`config.mk`:
```
export PLATFORM = sky130hd
export DESIGN_NAME = txev_stat_counter
export DESIGN_NICKNAME = d
export VERILOG_FILES = /design/src/rtl/txev_pkg.sv /design/src/rtl/txev_ctr.sv /design/src/rtl/txev_wrap_flag.sv /design/src/rtl/txev_stat_counter.sv
export SDC_FILE = /design/constraint.sdc
export NUM_CORES = 1
export LEC_CHECK = 0
export BUFFER_PORTS_ARGS = -buffer_cell sky130_fd_sc_hd__buf_2
export CAP_MARGIN = 20
export CORE_UTILIZATION = 45
export DETAILED_ROUTE_END_ITERATION = 6
export GPL_ROUTABILITY_DRIVEN = 0
export PLACE_DENSITY = 0.81
export SETUP_SLACK_MARGIN = 0.15
export SYNTH_ARGS = -nofsm -noshare
export SYNTH_HDL_FRONTEND = slang
export SYNTH_SLANG_ARGS = --single-unit
```
`constraint.sdc`:
```
create_clock -name clk -period 2 [get_ports clk]
set_input_delay 0.1 -clock clk [delete_from_list [all_inputs] [get_ports clk]]
set_output_delay 0.1 -clock clk [all_outputs]
set_load 0.005 [all_outputs]
```
`src/rtl/txev_pkg.sv`:
```
package txev_pkg;
  parameter int unsigned EV_COUNT = 4;
  parameter int unsigned CTR_BITS = 4;
  localparam int unsigned WORD_BITS = EV_COUNT * CTR_BITS;
endpackage

```
`src/rtl/txev_ctr.sv`:
```
module txev_ctr #(
  parameter int unsigned W = 4
) (
  input  logic         clk,
  input  logic         rst,
  input  logic         clr,
  input  logic         inc,
  output logic [W-1:0] q,
  output logic         wrap
);
  localparam logic [W-1:0] ONE = W'(1);

  logic [W-1:0] base;

  always_comb begin
    base = clr ? '0 : q;
    wrap = inc && !clr && (&q);
  end

  always_ff @(posedge clk) begin
    if (rst)      q <= '0;
    else if (inc) q <= base + ONE;
    else          q <= base;
  end

  AST_CLR_RESTARTS: assert property (@(posedge clk) disable iff (rst)
    clr |=> (q == W'($past(inc))));
  AST_IDLE_HOLDS: assert property (@(posedge clk) disable iff (rst)
    (!clr && !inc) |=> $stable(q));
  AST_WRAP_TO_ZERO: assert property (@(posedge clk) disable iff (rst)
    wrap |=> (q == '0));
endmodule

```
`src/rtl/txev_wrap_flag.sv`:
```
module txev_wrap_flag (
  input  logic clk,
  input  logic rst,
  input  logic wrap_any,
  input  logic clr,
  input  logic irq_en,
  output logic flag,
  output logic irq
);
  logic flag_nx;

  always_comb flag_nx = (flag && !clr) || wrap_any;

  always_ff @(posedge clk) begin
    if (rst) begin
      flag <= 1'b0;
      irq  <= 1'b0;
    end else begin
      flag <= flag_nx;
      irq  <= flag_nx && irq_en;
    end
  end

  AST_WRAP_SETS_FLAG: assert property (@(posedge clk) disable iff (rst)
    wrap_any |=> flag);
  AST_FLAG_STICKY: assert property (@(posedge clk) disable iff (rst)
    (flag && !clr) |=> flag);
  AST_READ_DROPS_FLAG: assert property (@(posedge clk) disable iff (rst)
    (clr && !wrap_any) |=> !flag);
  AST_IRQ_NEEDS_EN: assert property (@(posedge clk) disable iff (rst)
    !irq_en |=> !irq);
  AST_IRQ_HELD: assert property (@(posedge clk) disable iff (rst)
    (flag && !clr && irq_en) |=> irq);
endmodule

```
`src/rtl/txev_stat_counter.sv`:
```
module txev_stat_counter #(
  parameter int unsigned N_EV = txev_pkg::EV_COUNT,
  parameter int unsigned CW   = txev_pkg::CTR_BITS
) (
  input  logic             clk,
  input  logic             rst,
  input  logic [N_EV-1:0]  ev_pulse,
  input  logic             rd_stb,
  input  logic             wrap_irq_en,
  output logic [N_EV*CW-1:0] cnt_word,
  output logic             wrap_flag,
  output logic             irq
);
  localparam int unsigned WW = N_EV * CW;

  logic [N_EV-1:0] wrap_vec;

  for (genvar g = 0; g < N_EV; g++) begin : g_ctr
    txev_ctr #(.W(CW)) u_ctr (
      .clk  (clk),
      .rst  (rst),
      .clr  (rd_stb),
      .inc  (ev_pulse[g]),
      .q    (cnt_word[g*CW +: CW]),
      .wrap (wrap_vec[g])
    );
  end

  txev_wrap_flag u_flag (
    .clk      (clk),
    .rst      (rst),
    .wrap_any (|wrap_vec),
    .clr      (rd_stb),
    .irq_en   (wrap_irq_en),
    .flag     (wrap_flag),
    .irq      (irq)
  );

  AST_RESET_STATE: assert property (@(posedge clk)
    rst |=> (cnt_word == WW'(0) && !wrap_flag && !irq));
  AST_READ_ZEROES: assert property (@(posedge clk) disable iff (rst)
    (rd_stb && ev_pulse == '0) |=> (cnt_word == WW'(0)));
endmodule

```
==> flow_metrics.tcl, run 1 <==
set metrics [dict create \
    outcome "complete, no violations" \
    synth_area_per_cell_um2 9.47 \
    viasPerCell 4.80 \
    rows 15 \
    cts_tree "done" \
    fmax_mhz 799 \
    endpoint_kind "flip-flop" \
    wl_per_cell_um 11.0 \
    route.detailed.drc 0 \
    netlist_instances 86 \
    skew_ps 4.09 \
    slew_headroom_pct 79.0 \
    n_antenna_cell 0 \
    fin_tns_setup_ps 0 \
    grt_pass1_wl_mm 2.36 \
    setup_viol 0 \
    gr-usage-all-layers_pct 16.4 \
    hold_violations 0 \
    met3_length_um 82 \
    leakage_nw 0.470 \
    die_area_um2 1980 \
    dr_wl_met2_um 709 \
    syn-cell-area_um2 815 \
    yosys_register_bits 18 \
    fill_cells 157 \
    cp.arrival_ps 1470 \
    die_x_um 44.5 \
    ioPinCount 26 \
    grt_overflow_total 0 \
    wl_met1_um 707 \
    core_area_um2 1710 \
    htreeDepth 1 \
    setup_slack_ps 749 \
    start_kind "flip-flop" \
    syn_to_final_growth_pct 22.3 \
    slew_viol_final 0 \
    clkSinkCount 18 \
    hp-class "in -> reg" \
    ctsLongestPathBuffers 2 \
    dp_slack_ps 775 \
    wl_mm 1.51 \
    vias 657 \
    reg2reg_slack_ps 750 \
    cp_max_fo 3 \
    finalNonFillerCells 137 \
    timing.final.crit_share_pct 62.5 \
    num-nets-final 125 \
    finalPower_mw 0.654 \
    ir_drop_mv 0.440 \
    highest_layer "met4" \
    drt_pass1_iterations 2 \
    grt_max_degree 19 \
    dp_hpwl_mm 1.15 \
    rsz0062_at_grt "false" \
    start_util_pct 47.7 \
    criticalPathCategory "reg -> reg" \
    cts_resized 0 \
    port_buffers 25 \
    drive_gt1_share_pct 27.7 \
    ys_types 20 \
    insertion_delay_ps 290 \
    clk_pin_slew_ps 110 \
    cap_viol_max_count 0 \
    post_cts_buffers 0 \
    final_antenna_net_count 0 \
    cts-buffers-inserted 3 \
    drt_iter0_drc 8 \
    fin_crit_ps 1250 \
    placed_cells 133 \
    die_h_um 44.5 \
    grt_pass1_vias 566 \
    worst_pin_slew_ps 315 \
    ys_seq_area_share_pct 44.2 \
    antenna_found_initial 0 \
    ctsRootBufferMaster "clkbuf_4" \
    cts_hold_buf 0 \
    required_ps 2220 \
    synthesis.nets 98 \
    ys_warn_count 0 \
    powerDensity_nw_per_um2 656 \
]
[report_power, final]
part           total, mW  switching [mW]  internal, mW
clock network      0.223           0.112         0.111
logic             0.0583          0.0314        0.0268
registers          0.373         0.00527         0.367
total              0.654           0.149         0.505
[stage by stage]
stage               hold WS (ps)  util [%]  area [µm²]
global placement             350      56.2         960
floorplan                    248         -         815
global route                48.8      58.3         996
detailed placement           354      56.2         960
finish                      52.7      58.3         996
CTS                         45.0      58.3         996
[state kept, by name, summed over array words and instances, names as in the netlist]
signal / count
u_flag.flag: 1
u_flag.irq: 1
g_ctr.u_ctr.q: 16
[worst max-delay path, stage by stage (launching register included)]
cell and delay (ps):
dfxtp_1 380, nand4_2 120, or3b_1 380, o2111a_1 160, nor3b_2 150
[synthesized netlist by cell type]
cell,count,share of area [%]
a21oi_1,1,0.61
and3_1,2,1.5
and4_1,1,1.1
buf_1,1,0.46
clkbuf_1,2,0.92
dfxtp_1,18,44
ha_1,4,6.1
mux2i_1,4,4.9
nand2_1,6,2.8
nand2b_1,4,3.1
nand3_1,2,1.2
nand4_2,1,1.5
nor2_1,13,6.0
nor2b_1,8,6.1
nor3_1,4,2.5
nor3b_2,1,1.5
o2111a_1,1,1.4
or3b_1,1,1.1
xnor2_1,9,9.7
xor2_1,3,3.2
[area by class of cell]
class / count / area [µm²] / share of cell area, %
tap: 25 / 31.3 / 3.14
timing repair buffer: 25 / 125 / 12.6
multi-input combinational: 65 / 443 / 44.5
sequential: 18 / 360 / 36.2
clock buffer: 4 / 36.3 / 3.64
[kinds of logic after synthesis]
family          after synthesis  share of synthesized area (%)
flops                        18                           44.2
xor+xnor                     12                           12.9
fa+ha+maj                     4                           6.14
simple gates                 43                           28.4
mux                           4                           4.92
compound gates                2                           2.00
buf+inv                       3                           1.38
[worst paths after layout]
check / start / end / depth (start not counted)
setup / recovery: g_ctr[2].u_ctr.q[2] / u_flag.irq / 4
setup reg to reg: g_ctr[2].u_ctr.q[2] / u_flag.irq / 4
hold / removal: wrap_irq_en / u_flag.irq / 2
hold reg to reg: g_ctr[0].u_ctr.q[3] / g_ctr[0].u_ctr.q[3] / 2
[layer usage]
layer	global-route usage (%)	vias to the layer above
met5	0	-
met4	7.27	0
met3	4.90	2
met2	27.1	19
met1	19.7	302
li1	-	334
[layout by cell type, fill, tap and decap left out]
cell type	n
a21oi_1	1
clkbuf_4	3
nor3b_2	1
nor2b_1	8
clkbuf_8	1
o2111a_1	1
nand2b_1	4
nor3_1	4
xor2_1	3
nand3_1	2
nor2_1	13
or3b_1	1
nand4_2	1
mux2i_1	4
and3_1	2
nand2_1	6
dfxtp_1	18
ha_1	4
and4_1	1
buf_2	25
xnor2_1	9
(Power assumes the default switching activity.)
==> inputs of run 2 (changes only) <==
Clock period 2 ns to 1.2 ns, I/O delays scaled along.
==> run 2 against run 1 <==
  * Clock power up 69%
  * Highest routed layer unchanged
  * Clock-buffer cell count unchanged
  * Maximum frequency up 5.0%
  * Critical path type unchanged
  * Wire length up 17%
==> flow_metrics.tcl, run 2 (synthesis results as in run 1) <==
set metrics [dict create \
    grt_max_degree 19 \
    ctsLongestPathBuffers 2 \
    rsz0062_at_grt "true" \
    fmax_mhz 839 \
    skew_ps 4.96 \
    cp.arrival_ps 1420 \
    cts_hold_buf 0 \
    fin_tns_setup_ps 0 \
    start_kind "flip-flop" \
    final_common_cell "buf_2" \
    insertion_delay_ps 300 \
    worst_pin_slew_ps 541 \
    hold_violations 0 \
    ioPinCount 26 \
    highest_layer "met4" \
    mostFrequentLayoutCells "buf_2, nor2_1, dfxtp_1" \
    dp_hpwl_mm 1.10 \
    criticalPathCategory "reg -> reg" \
    powerDensity_nw_per_um2 937 \
    core_area_um2 1710 \
    die_area_um2 1980 \
    largest_reg_flops 16 \
    cts_tree "done" \
    syn_to_final_growth_pct 48.7 \
    drive_gt1_share_pct 55.1 \
    dr_wl_met2_um 926 \
    gr-usage-all-layers_pct 16.4 \
    ctsRootBufferMaster "clkbuf_4" \
    die_x_um 44.5 \
    largest_register "g_ctr.u_ctr.q" \
    port_buffers 25 \
    htreeDepth 1 \
    wl_met1_um 734 \
    drt_pass1_iterations 4 \
    num-nets-final 131 \
    cp_max_fo 2 \
    crit_chain "nand4_4, or3b_1, o2111a_1, nor3b_2" \
    outcome "complete, no violations" \
    antenna_found_initial 0 \
    worst_path_max_delay_cell "dfxtp_2" \
    reg2reg_slack_ps 8 \
    die_h_um 44.5 \
    rows 15 \
    grt_overflow_total 0 \
    start_util_pct 47.7 \
    vias 700 \
    cap_viol_max_count 0 \
    clk_pin_slew_ps 100 \
    route.detailed.drc 0 \
    n_antenna_cell 0 \
    setup_viol 0 \
    grt_pass1_vias 577 \
    drt_iter0_drc 7 \
    slew_headroom_pct 64.0 \
    placed_cell_area_um2 978 \
    fin_crit_ps 1190 \
    ir_drop_mv 0.974 \
    wl_mm 1.77 \
    met3_length_um 97 \
    grt_pass1_wl_mm 2.31 \
    viasPerCell 4.90 \
    fill_cells 134 \
    design_area_um2 1210 \
    reg.largest.list "g_ctr.u_ctr.q x16, u_flag.flag x1, u_flag.irq x1" \
    cts-buffers-inserted 3 \
    required_ps 1430 \
    leakage_nw 0.534 \
    slew_viol_final 0 \
    hp-class "in -> reg" \
    slowest_delay_ps 370 \
    endpoint_kind "flip-flop" \
    final_antenna_net_count 0 \
    timing.final.crit_share_pct 99.3 \
    wl_per_cell_um 12.4 \
    clkSinkCount 18 \
]
[run 2: cell types whose count changed in the layout (fill, tap and decap cells not counted), moves of 6 or more]
| cell | before | now |
|---|---|---|
| dfxtp_1 | 18 | 9 |
| dfxtp_2 | 0 | 8 |
| nor2b_1 | 8 | 0 |
| nor2b_4 | 0 | 8 |
| buf_4 | 0 | 6 |
[run 2: layout make-up]
cell class	instances	area (µm²)	share of cell area, %
repair buffers	31	170	14.0
well taps	25	31.3	2.58
flip-flops and latches	18	374	30.9
multi-input cells	65	599	49.5
clock buffers	4	36.3	3.00
[run 2: report_power, final]
group	internal [mW]	switching, mW	total (mW)
registers	0.613	0.0109	0.624
clock network	0.185	0.191	0.376
logic	0.0663	0.0695	0.136
total	0.864	0.271	1.14
[run 2: timing repair]
| action | in CTS | in global routing |
|---|---|---|
| setup endpoints to repair | 9 | 10 |
| resized for setup | 4 | 30 |
| buffers inserted | 2 | 4 |
| gates cloned | 0 | 0 |
| pin swaps | 1 | 6 |
| endpoints found under the hold margin | 0 | 0 |
[run 2: critical path, delay by kind of cell (launching register included)]
family,cells,cell delay [ps]
and+or+nand+nor,3,620
AOI/OAI and AO/OA,1,150
DFF,1,370
[run 2: path summary, 6_finish.rpt]
path | from | to | cells past startpoint
setup / recovery | g_ctr[2].u_ctr.q[1] | u_flag.irq | 4
hold / removal | wrap_irq_en | u_flag.irq | 2
setup reg to reg | g_ctr[2].u_ctr.q[1] | u_flag.irq | 4
hold reg to reg | g_ctr[2].u_ctr.q[3] | g_ctr[2].u_ctr.q[3] | 2
[run 2: per-layer routing]
metal	track usage, %	up-vias
met3	7.76	2
met4	5.45	0
li1	-	348
met1	17.0	327
met5	0	-
met2	28.8	23
[run 2: stage by stage]
stage	worst slack (ps)	hold slack, ps	power [mW]	utilization [%]	instances
2_1_floorplan	81.9	208	0.692	-	86
3_3_place_gp	75.0	308	0.733	57.3	133
3_5_place_dp	30.6	317	0.737	57.3	133
4_1_cts	-18.7	34.2	1.11	61.0	139
5_1_grt	-57.2	28.8	1.19	70.9	143
6_report	8.29	22.3	1.14	70.9	143
==> inputs of run 3 (changes only) <==
Clock period 1.2 ns to 1.4 ns, I/O delays scaled along.
==> run 3 against run 2 <==
  * Sequential power fell by 15%
  * Global-route usage is 0.93 points higher
  * Utilization shrank 11 points
  * Largest cell class unchanged
  * Highest routed layer unchanged
==> flow_metrics.tcl, run 3 (synthesis results as in run 1) <==
set metrics [dict create \
    die_area_um2 1980 \
    clk_pin_slew_ps 100 \
    r2r.worst_path.cells 4 \
    wl_per_cell_um 11.4 \
    insertion_delay_ps 280 \
    start_kind "flip-flop" \
    reg2reg_slack_ps 210 \
    route.detailed.drc 0 \
    placed_cells 133 \
    slew_viol_final 0 \
    grt_pass1_wl_mm 2.48 \
    num-nets-final 125 \
    fin_crit_ps 1190 \
    multiInputGateArea_um2 457 \
    reg.largest.list "g_ctr.u_ctr.q x16, u_flag.flag x1, u_flag.irq x1" \
    timing.final.crit_share_pct 84.8 \
    powerDensity_nw_per_um2 909 \
    placed_cell_area_um2 960 \
    final_antenna_net_count 0 \
    setup_slack_ps 212 \
    leakage_nw 0.468 \
    cts_tree "done" \
    ctsRootBufferMaster "clkbuf_4" \
    finalNonFillerCells 137 \
    seqCellArea_um2 367 \
    crit_family "simple AND/OR/NAND/NOR gates" \
    cap_viol_max_count 0 \
    cp_num_buf_inv 0 \
    rsz0062_at_grt "false" \
    slew_headroom_pct 78.1 \
    clkSinkCount 18 \
    crit_chain "nand4_4, or3b_1, o2111a_1, nor3b_2" \
    antenna_found_initial 0 \
    ioPinCount 26 \
    grt_max_degree 19 \
    htreeDepth 1 \
    largest_register "g_ctr.u_ctr.q" \
    ir_drop_mv 0.652 \
    outcome "complete, no violations" \
    r2r_end "u_flag.irq" \
    die_h_um 44.5 \
    syn_to_final_growth_pct 24.7 \
    fmax_mhz 842 \
    slowest_delay_ps 370 \
    ctsLongestPathBuffers 2 \
    fill_cells 157 \
    r2r-start "g_ctr[2].u_ctr.q[0]" \
    hp-class "in -> reg" \
    worst_pin_slew_ps 328 \
    hold-path-cell-count 2 \
    worst_path_max_delay_cell "dfxtp_2" \
    criticalPathCategory "reg -> reg" \
    design_area_um2 1020 \
    setup_viol 0 \
    start_util_pct 47.7 \
    viasPerCell 4.90 \
    grt_overflow_total 0 \
    required_ps 1610 \
    n_antenna_cell 0 \
    finalPower_mw 0.924 \
    hold_violations 0 \
    worstHoldEndpoint "u_flag.irq" \
    mostFrequentLayoutCells "buf_2, dfxtp_1, nor2_1" \
    core_area_um2 1710 \
    drive_gt1_share_pct 32.1 \
    rows 15 \
    endpoint_kind "flip-flop" \
    port_buffers 25 \
    post_cts_buffers 0 \
    gr-usage-all-layers_pct 17.3 \
    min_from "wrap_irq_en" \
    fin_tns_setup_ps 0 \
    vias 671 \
    dp_slack_ps 173 \
    cts-buffers-inserted 3 \
    cp.arrival_ps 1400 \
    cp_max_fo 3 \
    dp_hpwl_mm 1.15 \
    final_common_cell "buf_2" \
    largest_reg_flops 16 \
    drt_iter0_drc 5 \
    drt_pass1_iterations 3 \
    die_x_um 44.5 \
    wl_mm 1.57 \
    skew_ps 1.59 \
    grt_pass1_vias 587 \
]
run 3: cell types whose count changed in the layout (fill, tap and decap cells not counted), sizes merged:
cell	delta
buf	-6
run 3: what timing repair did:
action,4_1_cts,5_1_grt
pin swaps,0,2
hold buffers,0,0
cloned,0,0
gates resized for setup,1,6
endpoints found under the setup margin,1,4
run 3: report_power, final:
part / total, mW / switching (mW) / leakage [nW] / internal [mW]
clock: 0.306 / 0.148 / 0.0210 / 0.158
sequential: 0.533 / 0.00918 / 0.148 / 0.523
combinational: 0.0854 / 0.0467 / 0.299 / 0.0387
run 3: cell type report:
cell class                 instances  share of cell area [%]
timing repair buffer              25                    12.3
clock buffer                       4                    3.57
tap                               25                    3.08
multi-input combinational         65                    45.0
sequential                        18                    36.1
run 3: how the worst max path moves through the flow:
stage                             to  slack [ps]  depth (start not counted)                start
after floorplan           u_flag.irq         210                          4  g_ctr[2].u_ctr.q[0]
after global placement    u_flag.irq         210                          4  g_ctr[2].u_ctr.q[0]
after detailed placement  u_flag.irq         170                          4  g_ctr[2].u_ctr.q[2]
after CTS                 u_flag.irq         170                          4  g_ctr[2].u_ctr.q[0]
after global routing      u_flag.irq         140                          4  g_ctr[2].u_ctr.q[2]
final                     u_flag.irq         210                          4  g_ctr[2].u_ctr.q[0]
run 3: metrics by stage:
step	util (%)	hold slack, ps
5_1_grt	59.5	28.1
6_report	59.5	43.4
3_5_place_dp	56.2	330
4_1_cts	58.4	36.0
3_3_place_gp	56.2	320
2_1_floorplan	-	218
run 3: layer usage:
| layer | vias up | wire (µm) | GRT usage, % |
|---|---|---|---|
| met2 | 19 | 729 | 29.4 |
| met1 | 317 | 743 | 21.3 |
| li1 | 333 | - | - |
| met3 | 2 | 75 | 4.49 |
| met4 | 0 | 19 | 5.45 |
| met5 | - | 0 | 0 |
